File: src/rtl/sbxe_pkg.sv
// Package: shared widths and the instruction word layout for the gate-program
// table builder. Assumes a byte-wide register file (one register per bit).
package sbxe_pkg;
    localparam int DATA_W = 8;
    localparam int SEL_W  = $clog2(DATA_W);

    typedef enum logic {
        OP_XOR    = 1'b0,
        OP_ANDXOR = 1'b1
    } gate_op_e;

    // Opcode in the top bit, then destination, operand C, operand B, operand A.
    typedef struct packed {
        gate_op_e           op;
        logic [SEL_W-1:0]   dst;
        logic [SEL_W-1:0]   src_c;
        logic [SEL_W-1:0]   src_b;
        logic [SEL_W-1:0]   src_a;
    } gate_word_t;

    localparam int WORD_W = $bits(gate_word_t);
endpackage

File: src/rtl/gate_store.sv
// Module: gate_store
// Holds the instruction slots and the active program length. The length is
// saturated to the slot count. Assumes the caller gates writes while a run is
// in progress.
module gate_store
    import sbxe_pkg::*;
#(
    parameter int DEPTH = 64,
    localparam int IDX_W = $clog2(DEPTH),
    localparam int LEN_W = $clog2(DEPTH + 1)
) (
    input  logic             clk,
    input  logic             rst_n,
    input  logic             wr_en,
    input  logic [IDX_W-1:0] wr_addr,
    input  gate_word_t       wr_word,
    input  logic             len_en,
    input  logic [LEN_W-1:0] len_in,
    input  logic [IDX_W-1:0] rd_idx,
    output gate_word_t       rd_word,
    output logic [LEN_W-1:0] len_q
);
    gate_word_t mem [DEPTH];

    // Slot array update; cleared to all-XOR words on reset.
    always_ff @(posedge clk) begin
        if (!rst_n) begin
            for (int i = 0; i < DEPTH; i++) mem[i] <= '0;
        end else if (wr_en) begin
            mem[wr_addr] <= wr_word;
        end
    end

    // Active length register with saturation to the slot count.
    always_ff @(posedge clk) begin
        if (!rst_n) len_q <= '0;
        else if (len_en) len_q <= (len_in > LEN_W'(DEPTH)) ? LEN_W'(DEPTH) : len_in;
    end

    assign rd_word = mem[rd_idx];


    len_cap_chk: assert property (@(posedge clk) disable iff (!rst_n)
        len_q <= LEN_W'(DEPTH));
endmodule

File: src/rtl/gate_alu.sv
// Module: gate_alu
// Applies one instruction to the register-file state in one combinational step.
// Only the destination bit may change. The clock and reset feed the checker only.
module gate_alu
    import sbxe_pkg::*;
(
    input  logic              clk,
    input  logic              rst_n,
    input  logic [DATA_W-1:0] st_in,
    input  gate_word_t        gate,
    output logic [DATA_W-1:0] st_out
);
    logic prod;  // the implicit temporary holding the AND product

    // Compute the new destination bit for the selected gate type.
    always_comb begin
        st_out = st_in;
        prod   = st_in[gate.src_a] & st_in[gate.src_b];
        if (gate.op == OP_ANDXOR) st_out[gate.dst] = prod ^ st_in[gate.src_c];
        else                      st_out[gate.dst] = st_in[gate.src_a] ^ st_in[gate.src_b];
    end


    single_dst_chk: assert property (@(posedge clk) disable iff (!rst_n)
        $countones(st_out ^ st_in) <= 1);
endmodule

File: src/rtl/sbox_table.sv
// Module: sbox_table
// Stores the built table and tracks which output values have been seen. It
// clears the permutation flag on any repeat. Assumes one write per index per run.
module sbox_table
    import sbxe_pkg::*;
#(
    localparam int ENTRIES = 1 << DATA_W
) (
    input  logic              clk,
    input  logic              rst_n,
    input  logic              clr,
    input  logic              wr_en,
    input  logic [DATA_W-1:0] wr_addr,
    input  logic [DATA_W-1:0] wr_data,
    input  logic [DATA_W-1:0] rd_addr,
    output logic [DATA_W-1:0] rd_data,
    output logic              perm
);
    logic [DATA_W-1:0]  tbl [ENTRIES];
    logic [ENTRIES-1:0] seen;

    // Table storage write.
    always_ff @(posedge clk) begin
        if (!rst_n) begin
            for (int i = 0; i < ENTRIES; i++) tbl[i] <= '0;
        end else if (wr_en) begin
            tbl[wr_addr] <= wr_data;
        end
    end

    // Seen-vector and bijectivity flag maintenance.
    always_ff @(posedge clk) begin
        if (!rst_n) begin
            seen <= '0;
            perm <= 1'b0;
        end else if (clr) begin
            seen <= '0;
            perm <= 1'b1;
        end else if (wr_en) begin
            seen[wr_data] <= 1'b1;
            if (seen[wr_data]) perm <= 1'b0;
        end
    end

    assign rd_data = tbl[rd_addr];


    perm_fall_chk: assert property (@(posedge clk) disable iff (!rst_n)
        $fell(perm) |-> $past(wr_en));
endmodule

File: src/rtl/sbox_gate_eval.sv
// Module: sbox_gate_eval (top)
// Sequences the gate program over every input byte, one gate per cycle. It
// writes each finished byte into the table and raises done after the last
// entry. Assumes the program is loaded before start. Loads are ignored while busy.
module sbox_gate_eval
    import sbxe_pkg::*;
#(
    parameter int MAX_GATES = 64,
    localparam int IDX_W = $clog2(MAX_GATES),
    localparam int LEN_W = $clog2(MAX_GATES + 1)
) (
    input  logic              clk,
    input  logic              rst_n,
    input  logic              ld_we,
    input  logic [IDX_W-1:0]  ld_addr,
    input  logic [WORD_W-1:0] ld_instr,
    input  logic              len_we,
    input  logic [LEN_W-1:0]  len_val,
    input  logic              start,
    output logic              busy,
    output logic              done,
    input  logic [DATA_W-1:0] rd_addr,
    output logic [DATA_W-1:0] rd_data,
    output logic              is_perm
);
    logic              busy_q, done_q, start_go, last_gate, wr_en;
    logic [DATA_W-1:0] x_q, acc_q, st_in, alu_out, result;
    logic [IDX_W-1:0]  gi_q;
    logic [LEN_W-1:0]  len_q;
    gate_word_t        cur_gate;

    assign start_go = start && !busy_q;

    gate_store #(.DEPTH(MAX_GATES)) u_store (
        .clk(clk), .rst_n(rst_n),
        .wr_en(ld_we && !busy_q), .wr_addr(ld_addr), .wr_word(gate_word_t'(ld_instr)),
        .len_en(len_we && !busy_q), .len_in(len_val),
        .rd_idx(gi_q), .rd_word(cur_gate), .len_q(len_q)
    );

    // The first gate of each byte reads the byte itself; later gates read the accumulator.
    assign st_in = (gi_q == '0) ? x_q : acc_q;

    gate_alu u_alu (
        .clk(clk), .rst_n(rst_n), .st_in(st_in), .gate(cur_gate), .st_out(alu_out)
    );

    assign last_gate = (len_q == '0) || ({1'b0, gi_q} == len_q - LEN_W'(1));
    assign result    = (len_q == '0) ? x_q : alu_out;
    assign wr_en     = busy_q && last_gate;

    sbox_table u_tbl (
        .clk(clk), .rst_n(rst_n), .clr(start_go),
        .wr_en(wr_en), .wr_addr(x_q), .wr_data(result),
        .rd_addr(rd_addr), .rd_data(rd_data), .perm(is_perm)
    );

    // Run sequencer: byte counter, gate counter, accumulator and handshake.
    always_ff @(posedge clk) begin
        if (!rst_n) begin
            busy_q <= 1'b0;
            done_q <= 1'b0;
            x_q    <= '0;
            gi_q   <= '0;
            acc_q  <= '0;
        end else if (start_go) begin
            busy_q <= 1'b1;
            done_q <= 1'b0;
            x_q    <= '0;
            gi_q   <= '0;
        end else if (busy_q) begin
            if (last_gate) begin
                gi_q <= '0;
                if (x_q == '1) begin
                    busy_q <= 1'b0;
                    done_q <= 1'b1;
                end else begin
                    x_q <= x_q + DATA_W'(1);
                end
            end else begin
                gi_q  <= gi_q + IDX_W'(1);
                acc_q <= alu_out;
            end
        end
    end

    assign busy = busy_q;
    assign done = done_q;


    busy_done_excl_chk: assert property (@(posedge clk) disable iff (!rst_n)
        !(busy && done));

    done_after_last_chk: assert property (@(posedge clk) disable iff (!rst_n)
        $rose(done) |-> $past(wr_en && x_q == '1));

    len_frozen_chk: assert property (@(posedge clk) disable iff (!rst_n)
        (busy_q && $past(busy_q)) |-> $stable(len_q));
endmodule

File: config.mk
export PLATFORM = sky130hd
export DESIGN_NAME = sbox_gate_eval
export DESIGN_NICKNAME = d
export VERILOG_FILES = /design/src/rtl/sbxe_pkg.sv /design/src/rtl/gate_store.sv /design/src/rtl/gate_alu.sv /design/src/rtl/sbox_table.sv /design/src/rtl/sbox_gate_eval.sv
export SDC_FILE = /design/constraint.sdc
export NUM_CORES = 2
export LEC_CHECK = 0
export BUFFER_PORTS_ARGS = -buffer_cell sky130_fd_sc_hd__buf_4
export CAP_MARGIN = 5
export CORE_MARGIN = 2
export CORE_UTILIZATION = 50
export DETAILED_ROUTE_END_ITERATION = 12
export PLACE_DENSITY = 0.63
export SETUP_SLACK_MARGIN = 0.05
export SLEW_MARGIN = 0
export SYNTH_ARGS = -nofsm -noshare
export SYNTH_HDL_FRONTEND = slang
export SYNTH_SLANG_ARGS = --single-unit
File: constraint.sdc
create_clock -name clk -period 10.9 [get_ports clk]
set_input_delay 2.18 -clock clk [delete_from_list [all_inputs] [get_ports clk]]
set_output_delay 2.18 -clock clk [all_outputs]
set_load 0.005 [all_outputs]
Word level (Yosys, flattened, before mapping)
Memory sizes are Yosys's and may differ from the RTL's. A register that Yosys moved wholly into a read port is not among the register bits. Index checks and enable logic that the tools add are counted.

Register bits after elaboration: 288. RAM bits: 2880. Input bits: 39. Output and inout port bits: 11. Word-level logic and storage cells: 91. Memories kept: 2.

$add $sub $neg: 3. Magnitude comparators: 8. Equality and inequality tests: 2. Muxes and demuxes: 41. Bitwise logic cells: 8. Reduce and logical (&&, ||, !) cells: 19.

Memory list: u_tbl.tbl (depth 256, bits a word 8, read ports 1, clocked after Yosys merged registers in 0, wr ports 256, line sbox_table.sv:19) `logic [DATA_W-1:0] tbl [ENTRIES];`; u_store.mem (depth 64, bits a word 13, read ports 1, clocked after Yosys merged registers in 1, wr ports 64, line gate_store.sv:23) `gate_word_t mem [DEPTH];`.

Operators with widths (number): OR 256 bit (1); 2-to-1 mux 8 bit (5); 2-to-1 mux 6 bit (4); 2-to-1 mux 1 bit (22); bitwise mux 8 bit (2); less-than comparator 3 x 4 -> 1 bit, second input constant (4); 2-to-1 mux 13 bit (1); OR reduction 13 bit (1); binary-select mux 1 bit (select 3 bit) (3); less-than comparator 8 x 9 -> 1 bit, second input constant (1); AND reduction 3 bit (3); adder 8 x 1 -> 8 bit, second input constant (1); binary-select mux 1 bit (select 8 bit) (1); demux 1 bit (select 8 bit) (1); == test 8 bit, second input constant (1); greater-or-equal comparator 8 x 1 -> 1 bit, second input constant (1); OR reduction 8 bit (1); == test 6 x 7 -> 1 bit (1); > comparator 7 bit, second input constant (1); zero test 7 bit (1); 2-to-1 mux 7 bit (1); subtractor 7 x 1 -> 7 bit, second input constant (1); adder 6 x 1 -> 6 bit, second input constant (1); logical AND 1 bit (6); other kinds (11) (16).

Depth between registers and ports, before layout
Depth in word-level cells: 14. Gate-level depth with buffers: 28. Mapped depth without buffers: 17.

Modules after synthesis
Synthesis repeated with hierarchy kept, for this count alone.

Cells, all modules: 9859. Area total of the unflattened synthesis: 144355.9 µm².

Modules (own cells, without submodules): sbox_table (times used 1, cells an instance 7043, area an instance 103813.3 µm², sequential area each 66643.9 µm²); gate_store (times used 1, cells an instance 2556, area an instance 38461.9 µm², sequential area each 25124.1 µm²); sbox_gate_eval (times used 1, cells an instance 197, area an instance 1551.5 µm², sequential area each 480.5 µm²); gate_alu (times used 1, cells an instance 63, area an instance 529.3 µm², sequential area each 0.0 µm²).

Worst setup path after synthesis
No wires, ideal clock.

Kind: reg2reg. From: reg (tool-made name). To: reg u_tbl.perm. Setup time: 0.077 ns. Arrival: 7.417 ns. Data required time: 10.823 ns. Slack: 3.406 ns. Cell stages (with the launch flop): 28. Buffers on the path: 12. Period minus slack after synthesis: 7.494 ns. Cell sequence: dfxtp_1 -> buf_6 -> buf_6 -> buf_6 -> buf_4 -> buf_1 -> clkbuf_1 -> buf_1 -> buf_1 -> mux4_2 -> mux4_2 -> mux4_2 -> mux2i_1 -> ha_1 -> or2_2 -> clkbuf_1 -> nor2b_1 -> nand2_1 -> o21ai_1 -> buf_2 -> buf_6 -> buf_2 -> mux2i_1 -> o22ai_1 -> nor3_1 -> a21oi_1 -> or4_1 -> a41oi_2.

RTL lines: end signal, assigned (line sbox_table.sv:35) `perm <= 1'b0;`; end signal, assigned (line sbox_table.sv:38) `perm <= 1'b1;`; end signal, assigned (line sbox_table.sv:41) `if (seen[wr_data]) perm <= 1'b0;`; end, declared (line sbox_table.sv:17) `output logic perm`.

==> flow_summary.json <==
{
  "die_h_microns": 531,
  "core_sq_um": 276000,
  "yosys.area.top_type_share_pct": 62.2,
  "row_count": 193,
  "dpl.hpwl_mm": 227,
  "antenna_found_initial": 12,
  "ctsResizeCount": 0,
  "max_freq_ghz": 0.118,
  "synthTopCellsByCount": "edfxtp_1, nor2_1, mux4_2, and2_1, clkbuf_1",
  "end_kind": "register",
  "htree_num_levels": 5,
  "grt_pass1_wl_mm": 549,
  "crit_fanout": 172,
  "synth_area_leader_cell": "edfxtp_1",
  "synth.area.top_cells": "edfxtp_1, mux4_2, nor2_1",
  "vias": 82100,
  "die_x_microns": 531,
  "regArea_sq_um": 92400,
  "startpoint_type": "register",
  "multi_input_area_sq_um": 43700,
  "antenna_left": 0,
  "syn_inst": 9731,
  "holdBufCountCts": 0,
  "cts_sinks": 3174,
  "ir_drop_mv": 0.129,
  "hold_path.class": "register to register",
  "post_drt_via_cell_ratio": 6.09,
  "place.gp.congestion": 0.837,
  "r2r_setup_slack_ns": 2.40,
  "die_area_sq_um": 282000,
  "port_buffers": 49,
  "ys_ff_latch": 3174,
  "avgSynthCellArea_sq_um": 14.3,
  "status": "completed",
  "ys_seq_area_share_pct": 66.4,
  "track_usage_pct": 25.9,
  "wirelength_mm": 370,
  "maxSlewHeadroom_pct": 9.19,
  "skew_ns": 0.105,
  "synth-async-reset-ratio_pct": 0,
  "setup_tns_ns": 0,
  "clk_pin_slew_ns": 0.06,
  "final_layout_size_suffix_gt1_share_pct": 17.6,
  "ys_warn_count": 0,
  "p_leak_nw": 51.2,
  "postCtsSetupBuffers": 0,
  "pwr-share-clk_pct": 43.1,
  "syn_to_final_growth_pct": 10.7,
  "worst_skew_pair.late_latency_ns": 0.97,
  "crit_arrival_ns": 9.08,
  "post_drt_wl_per_cell_microns": 27.5,
  "post-route-period-util_pct": 78.0,
  "grt_pass1_vias": 81500,
  "fin_crit_ns": 8.50,
  "numCtsBuffers": 337,
  "first_iter_violations": 10200,
  "root_buffer": "clkbuf_16",
  "synth-edff-count": 2880,
  "max_cap_viol_count": 0,
  "fill_cells": 21800,
  "hold_viol": 0,
  "initial_core_util_pct": 50.3,
  "finalMaxSlewViolations": 0,
  "swShare_pct": 22.3,
  "synth.distinct_cells": 75,
  "combinationalPowerShare_pct": 5.9,
  "tightestPinTransition_ns": 1.36,
  "required_ns": 11.48,
  "switchingPower_mw": 6.01,
  "grt_max_degree": 266,
  "path_class": "register to register",
  "nNetsFinal": 9543,
  "synth_ff_type": "edfxtp_1",
  "dr.pass1.iters": 7,
  "power.internal_mw": 20.9,
  "synthesis.nets": 9779,
  "cts_tree": "built",
  "drc": 0,
  "p_per_area_nw_per_um2": 175,
  "fin_util_pct": 55.7,
  "pin_count": 50,
  "setup_viol": 0,
  "cts.path.max_buffers": 4,
  "rsz0062_at_grt": "no",
  "p_seq_share_pct": 51.0,
  "gr-total-overflow": 0,
  "netlist_area_sq_um": 139000,
  "synth_most_common_cell": "edfxtp_1"
}
==> per-stage QoR <==
step	setup WS, ns	total power [mW]	instance area [sq um]	instances	hold slack, ns
after floorplan	3.41	14.9	139000	9731	0.430
after global placement	2.63	15.5	143000	12900	0.442
after detailed placement	2.53	15.6	143000	12900	0.451
after CTS	2.47	27.0	154000	13500	0.467
after global routing	1.98	27.6	154000	13500	0.483
final	2.40	26.9	154000	13500	0.464
==> critical path, stage by stage (launching register included) <==
cell and delay [ns]:
dfxtp_4 0.95, buf_12 0.48, buf_4 0.49, mux4_2 0.57, mux4_2 0.50, mux4_2 0.50, mux2i_1 0.20, ha_1 0.23
xor2_1 0.25, a22o_1 0.63, o21a_4 0.49, buf_4 0.61, buf_4 0.89, buf_12 0.75, nor2_1 0.09
==> sequential cells by signal, indices dropped and copies added, names as in the netlist, 6 cells and up, named ones only <==
name,flops
u_tbl.tbl,2048
u_store.mem,832
u_tbl.seen,256
acc_q,8
x_q,8
u_store.len_q,7
gi_q,6
==> layer usage <==
metal,wire length (microns),vias to the layer above,GRT usage [%],share of wire [%]
met1,150000,42300,37.0,40
met3,34000,550,4.69,9.2
li1,-,35200,-,-
met2,176000,4104,41.0,48
met5,0,-,0,0
met4,10600,0,7.29,2.9
==> final cells by class <==
type	instances	share of cell area (%)
antenna	5	0.00813
clock buffer	428	5.85
clock inverter	189	1.31
inverter	16	0.0390
multi-input combinational	5724	28.4
sequential	3174	60.0
tap	3705	3.01
timing repair buffer	242	1.39
==> power by group through the flow <==
stage,Clock [mW],Combinational (mW),Sequential [mW]
2_1_floorplan,0,1.02,13.9
3_3_place_gp,0,1.57,14.0
3_5_place_dp,0,1.59,14.0
4_1_cts,11.7,1.60,13.7
5_1_grt,12.2,1.66,13.7
6_report,11.6,1.59,13.7
==> cell usage in the layout (no fill, tap or decap), types with 15 or more instances in the layout <==
cell       Yosys  layout
nand3_1       46      46
clkinv_2       0      51
nand2_1      632     631
bufinv_16      0      35
a22oi_1       30      30
buf_12         0      23
inv_1         15      15
nor2_1      2482    2463
dfxtp_1      294     290
o21ai_1        3      59
clkbuf_1     650      76
mux4_2       936     936
nand2b_1      26      26
nor3_1        28      22
buf_4          2     214
nor2_2         1      20
mux2i_1      100     100
clkbuf_16      0     345
clkinv_1       0      73
and2_1       841     841
edfxtp_1    2880    2880
a21oi_1      321     321
==> cells by family (layout without fill, tap and decap cells) <==
logic type | Yosys count | in the layout | synth area share [%]
compound gates | 540 | 540 | 2.27
xor+xnor | 17 | 17 | 0.107
fa+ha+maj | 9 | 9 | 0.0810
buf+inv | 833 | 875 | 2.34
flops | 3174 | 3174 | 66.4
mux | 1044 | 1044 | 15.9
other cells | 0 | 5 | 0
simple gates | 4114 | 4114 | 12.9
==> final timing paths <==
kind,depth (start not counted),endpoint,start
worst min-delay path,2,u_tbl.seen[0],u_tbl.seen[0]
worst min register to register,2,u_tbl.seen[0],u_tbl.seen[0]
worst max register to register,14,u_tbl.tbl[147][0],register
worst max-delay path,14,u_tbl.tbl[147][0],register
No activity file was read; power rests on OpenSTA's default activity.
